$ cat config.mk
export PLATFORM = sky130hd
export DESIGN_NAME = core_pwr_seq
export DESIGN_NICKNAME = d
export VERILOG_FILES = /design/src/rtl/cps_pkg.sv /design/src/rtl/cps_wake_filter.sv /design/src/rtl/cps_rst_timer.sv /design/src/rtl/cps_out_reg.sv /design/src/rtl/core_pwr_seq.sv
export SDC_FILE = /design/constraint.sdc
export NUM_CORES = 1
export LEC_CHECK = 0
export BUFFER_PORTS_ARGS = -buffer_cell sky130_fd_sc_hd__buf_4
export CAP_MARGIN = 0
export CELL_PAD_IN_SITES_DETAIL_PLACEMENT = 0
export CELL_PAD_IN_SITES_GLOBAL_PLACEMENT = 1
export CORE_ASPECT_RATIO = 1.25
export CORE_MARGIN = 2
export CORE_UTILIZATION = 41
export DETAILED_ROUTE_END_ITERATION = 12
export GPL_TIMING_DRIVEN = 0
export HOLD_SLACK_MARGIN = 0.05
export PLACE_DENSITY = 0.86
export SLEW_MARGIN = 40
export SYNTH_ARGS = -nofsm -noshare
export SYNTH_HDL_FRONTEND = slang
export SYNTH_SLANG_ARGS = --single-unit
$ cat constraint.sdc
create_clock -name clk -period 8.5 [get_ports clk]
set_clock_uncertainty 0.2 [all_clocks]
set_input_delay 1.7 -clock clk [delete_from_list [all_inputs] [get_ports clk]]
set_output_delay 1.7 -clock clk [all_outputs]
set_load 0.005 [all_outputs]
$ cat src/rtl/cps_pkg.sv
package cps_pkg;
  typedef enum logic [3:0] {
    S_RUN, S_STBY, S_WAKE, S_ISO, S_SAVE,
    S_DORM, S_PDN, S_UNPL, S_PUP, S_RHOLD
  } cps_state_e;

  typedef enum logic [1:0] {T_DORM, T_PDN, T_UNPL} cps_tgt_e;

  localparam logic [2:0] C_RUN   = 3'd0;
  localparam logic [2:0] C_STBY  = 3'd1;
  localparam logic [2:0] C_DORM  = 3'd2;
  localparam logic [2:0] C_PDN   = 3'd3;
  localparam logic [2:0] C_UNPL  = 3'd4;
  localparam logic [2:0] C_TRANS = 3'd5;

  typedef struct packed {
    logic       clk_en;
    logic       pwr_en;
    logic       ram_en;
    logic       rst;
    logic       iso;
    logic [2:0] code;
  } cps_out_t;

  localparam cps_out_t OUT_RUN = '{1'b1, 1'b1, 1'b1, 1'b0, 1'b0, C_RUN};
endpackage

$ cat src/rtl/cps_wake_filter.sv
module cps_wake_filter
  import cps_pkg::*;
(
  input  logic     irq,
  input  logic     evt,
  input  logic     sev,
  input  logic     snoop_req,
  input  logic     plugin_req,
  input  cps_tgt_e tgt,
  output logic     wake_stby,
  output logic     wake_off,
  output logic     abort_entry,
  output logic     plug_in
);
  // Standby keeps coherence alive, so snoops wake it.
  assign wake_stby = irq | evt | sev | snoop_req;
  // Isolated powered-off cores do not answer snoops.
  assign wake_off  = irq | evt | sev;
  // Entry cancel depends on the requested depth.
  assign abort_entry = (tgt == T_UNPL) ? plugin_req : wake_stby;
  assign plug_in   = plugin_req;
endmodule

$ cat src/rtl/cps_rst_timer.sv
module cps_rst_timer #(
  parameter int RST_CYC = 4
) (
  input  logic clk,
  input  logic rst,
  input  logic run_i,
  output logic done_o
);
  localparam int CW = (RST_CYC < 2) ? 1 : $clog2(RST_CYC + 1);
  localparam logic [CW-1:0] LAST = CW'(RST_CYC - 1);

  logic [CW-1:0] cnt_q;

  always_ff @(posedge clk) begin
    if (rst || !run_i) cnt_q <= '0;
    else               cnt_q <= cnt_q + 1'b1;
  end

  assign done_o = run_i && (cnt_q == LAST);
endmodule

$ cat src/rtl/cps_out_reg.sv
module cps_out_reg
  import cps_pkg::*;
(
  input  logic       clk,
  input  logic       rst,
  input  cps_state_e state_d,
  output cps_out_t   out_q
);
  cps_out_t nxt;

  always_comb begin
    unique case (state_d)
      S_RUN:   nxt = OUT_RUN;
      S_STBY:  nxt = '{1'b0, 1'b1, 1'b1, 1'b0, 1'b0, C_STBY};
      S_WAKE:  nxt = '{1'b0, 1'b1, 1'b1, 1'b0, 1'b0, C_TRANS};
      S_ISO,
      S_SAVE:  nxt = '{1'b1, 1'b1, 1'b1, 1'b0, 1'b1, C_TRANS};
      S_DORM:  nxt = '{1'b0, 1'b0, 1'b1, 1'b1, 1'b1, C_DORM};
      S_PDN:   nxt = '{1'b0, 1'b0, 1'b0, 1'b1, 1'b1, C_PDN};
      S_UNPL:  nxt = '{1'b0, 1'b0, 1'b0, 1'b1, 1'b1, C_UNPL};
      S_PUP,
      S_RHOLD: nxt = '{1'b0, 1'b1, 1'b1, 1'b1, 1'b1, C_TRANS};
      default: nxt = OUT_RUN;
    endcase
  end

  always_ff @(posedge clk) begin
    if (rst) out_q <= OUT_RUN;
    else     out_q <= nxt;
  end
endmodule

$ cat src/rtl/core_pwr_seq.sv
module core_pwr_seq
  import cps_pkg::*;
#(
  parameter int RST_CYC = 4
) (
  input  logic       clk,
  input  logic       rst,
  input  logic       wfi_req,
  input  logic       wfe_req,
  input  logic       irq,
  input  logic       evt,
  input  logic       sev,
  input  logic       snoop_req,
  input  logic       dormant_req,
  input  logic       pdown_req,
  input  logic       unplug_req,
  input  logic       plugin_req,
  input  logic       save_done,
  input  logic       pwr_good,
  input  logic       iso_ack,
  output logic       core_clk_en,
  output logic       core_pwr_en,
  output logic       ram_pwr_en,
  output logic       core_rst,
  output logic       iso_req,
  output logic [2:0] state_code
);
  cps_state_e state_q, state_d;
  cps_tgt_e   tgt_q, tgt_d;
  logic       wake_stby, wake_off, abort_entry, plug_in, hold_done;
  cps_out_t   out_q;

  cps_wake_filter u_wake (
    .irq        (irq),
    .evt        (evt),
    .sev        (sev),
    .snoop_req  (snoop_req),
    .plugin_req (plugin_req),
    .tgt        (tgt_q),
    .wake_stby  (wake_stby),
    .wake_off   (wake_off),
    .abort_entry(abort_entry),
    .plug_in    (plug_in)
  );

  cps_rst_timer #(.RST_CYC(RST_CYC)) u_timer (
    .clk   (clk),
    .rst   (rst),
    .run_i (state_q == S_RHOLD),
    .done_o(hold_done)
  );

  always_comb begin
    state_d = state_q;
    tgt_d   = tgt_q;
    unique case (state_q)
      S_RUN: begin
        if (unplug_req) begin
          tgt_d = T_UNPL; state_d = S_ISO;
        end else if (pdown_req) begin
          tgt_d = T_PDN;  state_d = S_ISO;
        end else if (dormant_req) begin
          tgt_d = T_DORM; state_d = S_ISO;
        end else if ((wfi_req || wfe_req) && !wake_stby) begin
          state_d = S_STBY;
        end
      end
      S_STBY:  if (wake_stby) state_d = S_WAKE;
      S_WAKE:  state_d = S_RUN;
      S_ISO: begin
        if (abort_entry)  state_d = S_RUN;
        else if (iso_ack) state_d = S_SAVE;
      end
      S_SAVE: begin
        if (abort_entry) state_d = S_RUN;
        else if (save_done) begin
          unique case (tgt_q)
            T_DORM:  state_d = S_DORM;
            T_PDN:   state_d = S_PDN;
            default: state_d = S_UNPL;
          endcase
        end
      end
      S_DORM,
      S_PDN:   if (wake_off)  state_d = S_PUP;
      S_UNPL:  if (plug_in)   state_d = S_PUP;
      S_PUP:   if (pwr_good)  state_d = S_RHOLD;
      S_RHOLD: if (hold_done) state_d = S_RUN;
      default: state_d = S_RUN;
    endcase
  end

  always_ff @(posedge clk) begin
    if (rst) begin
      state_q <= S_RUN;
      tgt_q   <= T_DORM;
    end else begin
      state_q <= state_d;
      tgt_q   <= tgt_d;
    end
  end

  cps_out_reg u_out (
    .clk    (clk),
    .rst    (rst),
    .state_d(state_d),
    .out_q  (out_q)
  );

  assign core_clk_en = out_q.clk_en;
  assign core_pwr_en = out_q.pwr_en;
  assign ram_pwr_en  = out_q.ram_en;
  assign core_rst    = out_q.rst;
  assign iso_req     = out_q.iso;
  assign state_code  = out_q.code;
endmodule

Word-level counts from Yosys, hierarchy flattened
Memories as Yosys holds them, arrays and structs flattened. A register that Yosys moved wholly into a read port is not among the register bits. Cells that the tools add are included.

Flip-flop bits (word level): 9. Latch bits: 0. Bits in writable memories: 0. ROM bits: 128. Output and inout port bits: 8. Word-level logic and storage cells: 49. Memories kept: 1.

Memories: (no name shown) (depth 16, bits a word 8, rd ports 1, clocked after memory_dff 1, wr ports 0, line cps_out_reg.sv:12) `unique case (state_d)`.

$add $sub $neg: 1. $mul: 0. Divide/modulo/power cells: 0. Magnitude comparators: 0. Eq/ne operators: 11. Shift-type cells: 0. Muxes and demuxes: 19. Bitwise gates (word level): 3. Reductions and logical operators: 11.

Operator list (count): 2-to-1 mux 4 bit (13); case mux 4 bit (8 select lines) (1); equality test 4 x 3 -> 1 bit (second input constant) (4); equality test 4 bit (second input constant) (2); 2-to-1 mux 2 bit (3); equality test 4 x 1 -> 1 bit (second input constant) (1); equality test 4 x 2 -> 1 bit (second input constant) (1); logical NOT 4 bit (1); case mux 2 bit (2 select lines) (1); adder 3 x 1 -> 3 bit (second input constant) (1); equality test 3 x 2 -> 1 bit (second input constant) (1); OR 1 bit (3); nonzero test 3 bit (1); equality test 2 x 1 -> 1 bit (second input constant) (1); equality test 2 bit (second input constant) (1); logical AND 1 bit (2); logical NOT 1 bit (2); logical NOT 2 bit (1); logical OR 1 bit (2); AND reduction 2 bit (1); OR reduction 2 bit (1); 2-to-1 mux 1 bit (1).

Longest topological paths before layout
Depth in word-level cells: 10. Mapped depth: 10. Gate-level depth less buffers: 10.

Cells and area by module
Synthesis repeated with hierarchy kept, for this count alone.

Cell total of the unflattened synthesis: 108. Area, all modules: 982.2 um^2.

By module, submodules not included: core_pwr_seq (times used 1, cells each 58, area an instance 456.7 um^2, sequential area each 120.1 um^2); cps_out_reg (times used 1, cells each 35, area an instance 352.8 um^2, sequential area each 160.2 um^2); cps_rst_timer (times used 1, cells each 10, area an instance 125.1 um^2, sequential area each 60.1 um^2); cps_wake_filter (times used 1, cells each 5, area an instance 47.5 um^2, sequential area each 0.0 um^2).

Least setup slack after synthesis
Ideal clock, no wire load.

Path kind: input to register. Start: input port evt. End: register, netlist name u_out.out_q[2]. Arrival time: 3592 ps. Data required time: 8209 ps. Slack: 4617 ps. Stages on the path: 8. Path through: or4_1 -> or3_1 -> a31oi_1 -> a211oi_1 -> and2_4 -> ha_1 -> nor2b_1 -> a311oi_1.

Longest elaborated chain between the ends: 10.

Ends and longest elaborated chain: from (decl) (line core_pwr_seq.sv:11) `input logic evt,`; OR 1 bit * (2 in series) (line cps_wake_filter.sv:16, cps_wake_filter.sv:18); OR 1 bit (line cps_wake_filter.sv:16) `assign wake_stby = irq | evt | sev | snoop_req;`; logical NOT 1 bit (line core_pwr_seq.sv:64) `end else if ((wfi_req || wfe_req) && !wake_stby) begin`; logical AND 1 bit (line core_pwr_seq.sv:64); 2-to-1 mux 4 bit (line core_pwr_seq.sv:64); 2-to-1 mux 4 bit (line core_pwr_seq.sv:62) `end else if (dormant_req) begin`; 2-to-1 mux 4 bit (line core_pwr_seq.sv:60) `end else if (pdown_req) begin`; 2-to-1 mux 4 bit (line core_pwr_seq.sv:58) `if (unplug_req) begin`; case mux 4 bit (8 select lines) * (line core_pwr_seq.sv:56) `unique case (state_q)`.

Every way passes the cells marked *; elsewhere a longest branch is shown, timed or not. A chain may end at the register's enable or synchronous reset.

Worst setup path after layout
Start: input port evt. End: register, netlist name u_out.out_q[2].

Longest elaborated chain between the ends: 10.

Ends and longest elaborated chain (line): OR 1 bit * (2 in series) (cps_wake_filter.sv:16, cps_wake_filter.sv:18); OR 1 bit (cps_wake_filter.sv:16); logical NOT 1 bit (core_pwr_seq.sv:64); logical AND 1 bit (core_pwr_seq.sv:64); 2-to-1 mux 4 bit (core_pwr_seq.sv:64); 2-to-1 mux 4 bit (core_pwr_seq.sv:62); 2-to-1 mux 4 bit (core_pwr_seq.sv:60); 2-to-1 mux 4 bit (core_pwr_seq.sv:58); case mux 4 bit (8 select lines) * (core_pwr_seq.sv:56).

Marks and branches as above.

==> out/summary.txt <==
Sequential cell area fraction in the yosys report: 0.352
Critical Path RT: 8.50 ns
Commonest non-fill, non-tap cells in the layout: 23 x buf_4, 17 x dfxtp_1, 10 x nor2_1
Unrepaired setup endpoints after global routing: no
Total CTS buffers: 3
Final Max Slew Viols: 0
WL final: 1.84 mm
Power, Total: 0.168 mW
Layout Nets: 156
Sequential cell area: 340 sq um
Nature of the critical path startpoint: input pin
Critical path class: in2reg
Core ar.: 0.00221 sq mm
Initial antenna violation count: 0
Clock root cell: clkbuf_4
DRC errors left: 0
First-pass GRT wire length: 3.19 mm
Share of layout cells above drive strength 1: 0.289
Post-CTS setup buffer count: 0
CTS tree: done
Syn_nets: 128
Final Cycle Share: 0.453
Placement Cell Area: 0.00117 sq mm
Area of the multi-input gates: 559 sq um
Setup tns final: 0 ns
DIE WIDTH: 47.4 microns
Setup ws final: 4.65 ns
Ys async rst share: 0
Design Area, Final: 0.00120 sq mm
Fmax: 259 MHz
Mean cell area of the mapped netlist: 8.94 sq um
Clock slew at reported path FFs: 0.09 ns
Post-synthesis register bit count: 17
Leak Pwr: 0.499 nW
Worst-Skew Late Latency: 0.29 ns
Number of global-route vias before repair: 797
CP endpoint kind: register
Largest net degree at the start of global routing: 11
Vias per cell: 5.19
Synth Flop Type: dfxtp_1
Port bufs: 22
Util after Layout: 0.543
Commonest non-fill, non-tap cell in the layout: buf_4
Clk buf depth: 2
Detailed Place HPWL: 1.49 mm
Initial core utilization: 0.437
Total number of vias: 862
ANT nets after route: 0
CP max FO: 4
Gr usage total: 0.156
Synth Warn #: 0
WL/cell: 11.1 microns
FP Rows: 19
Tightest Hold Check Type: reg2reg
Clock sinks: 17
Antenna Cells: 0
Final setup violation count: 0
Die height: 58.3 microns
Count of cell types in the netlist: 44
H-Tree Depth: 1
Filler cells: 228
Fin Hold WS: 0.221 ns
Final min period: 3.85 ns
Post-Syn Area: 966 sq um
Peak VDD IR: 122 uV
Iteration count of the initial detailed-routing pass: 4
Syn Inst Count: 108
Layout Cells excl Fill: 166
Status: completed
Pre-CTS setup slack: 4.35 ns
CTS-repair resized insts: 0
Slew @ Worst Pin: 0.611 ns
Placed Cells incl. Taps: 161
Number of synthesized flops with an enable pin: 0
Die area: 0.00276 sq mm
CP Data Arrival Time: 3.86 ns
PwrDens: 139 mW/mm^2
# Max-Cap Violations: 0
Area Overhead vs Synth: 24.4%
Drt first-iter violations: 12
I/O Pins: 23
Rel. slew slack: 0.592
Final hold violations: 0
Routability cong.: 0.850
Cts hold-fix bufs: 0
Gr ovfl total: 0
## final cells by class
| type | instances | area share |
|---|---|---|
| Timing Repair Buffer | 23 | 0.142 |
| Clock buffer | 4 | 0.0219 |
| Inverter | 8 | 0.0250 |
| Sequential cell | 17 | 0.283 |
| Tap cell | 31 | 0.0323 |
| Buffer | 4 | 0.0302 |
| Multi-Input combinational cell | 79 | 0.466 |
## cells by family (layout without fill, tap and decap cells)
family,Yosys count,in the layout,share of synthesized area
AND/OR/NAND/NOR,48,48,0.289
XOR/XNOR,1,1,0.00907
AO/OA/AOI/OAI,23,23,0.196
buffers and inverters,12,39,0.0686
multiplexers,2,2,0.0207
adder cells (fa/ha/maj),5,5,0.0648
flip-flops,17,17,0.352
## synthesized netlist by cell type (2+ instances only)
| cell | count | area share |
|---|---|---|
| a31oi_1 | 3 | 0.019 |
| ha_1 | 5 | 0.065 |
| a21o_1 | 2 | 0.016 |
| nor3b_1 | 2 | 0.016 |
| nor2b_1 | 3 | 0.019 |
| nor2_1 | 10 | 0.039 |
| nand2b_1 | 4 | 0.026 |
| nand3_1 | 2 | 0.010 |
| nand3b_1 | 2 | 0.016 |
| or2b_2 | 2 | 0.018 |
| inv_1 | 8 | 0.031 |
| nor3_1 | 6 | 0.031 |
| a32oi_1 | 2 | 0.018 |
| a21oi_1 | 4 | 0.021 |
| mux2i_1 | 2 | 0.021 |
| dfxtp_1 | 17 | 0.35 |
| nand2_1 | 7 | 0.027 |
## path summary, 6_finish.rpt
check                                                 start                     endpoint  slack (ns)  depth (start not counted)
worst max-delay path                                    evt    u_out.out_q[2]$_SDFF_PP0_        4.65                          9
worst max register to register        state_q[1]$_SDFF_PP0_    u_out.out_q[2]$_SDFF_PP0_        5.94                          9
worst min register to register  u_timer.cnt_q[0]$_SDFF_PP0_  u_timer.cnt_q[0]$_SDFF_PP0_        0.22                          1
worst min-delay path            u_timer.cnt_q[0]$_SDFF_PP0_  u_timer.cnt_q[0]$_SDFF_PP0_        0.22                          1
## layer usage
layer	track usage	up-vias	wire, microns
li1	-	437	-
met3	0.00935	5	56
met2	0.241	18	909
met4	0.0833	0	43
met1	0.211	402	832
met5	0	-	0
## critical path, stage by stage
cell and delay, ns:
buf_4 0.12, or4_1 0.54, or3_1 0.31, a31oi_1 0.19, a211oi_1 0.09, and2_4 0.20
ha_1 0.32, nor2b_1 0.14, a311oi_1 0.26
## where the power goes
part           switching, mW  internal, mW  total [mW]
Combinational         0.0189        0.0209      0.0397
Sequential           0.00210        0.0838      0.0859
Clock                 0.0237        0.0182      0.0420
Total                 0.0447         0.123       0.168
## registers in the layout, indices dropped and copies added (netlist names)
| signal | flops |
|---|---|
| state_q | 4 |
| u_timer.cnt_q | 3 |
| u_out.out_q | 8 |
| tgt_q | 2 |
(Power assumes the default switching activity.)
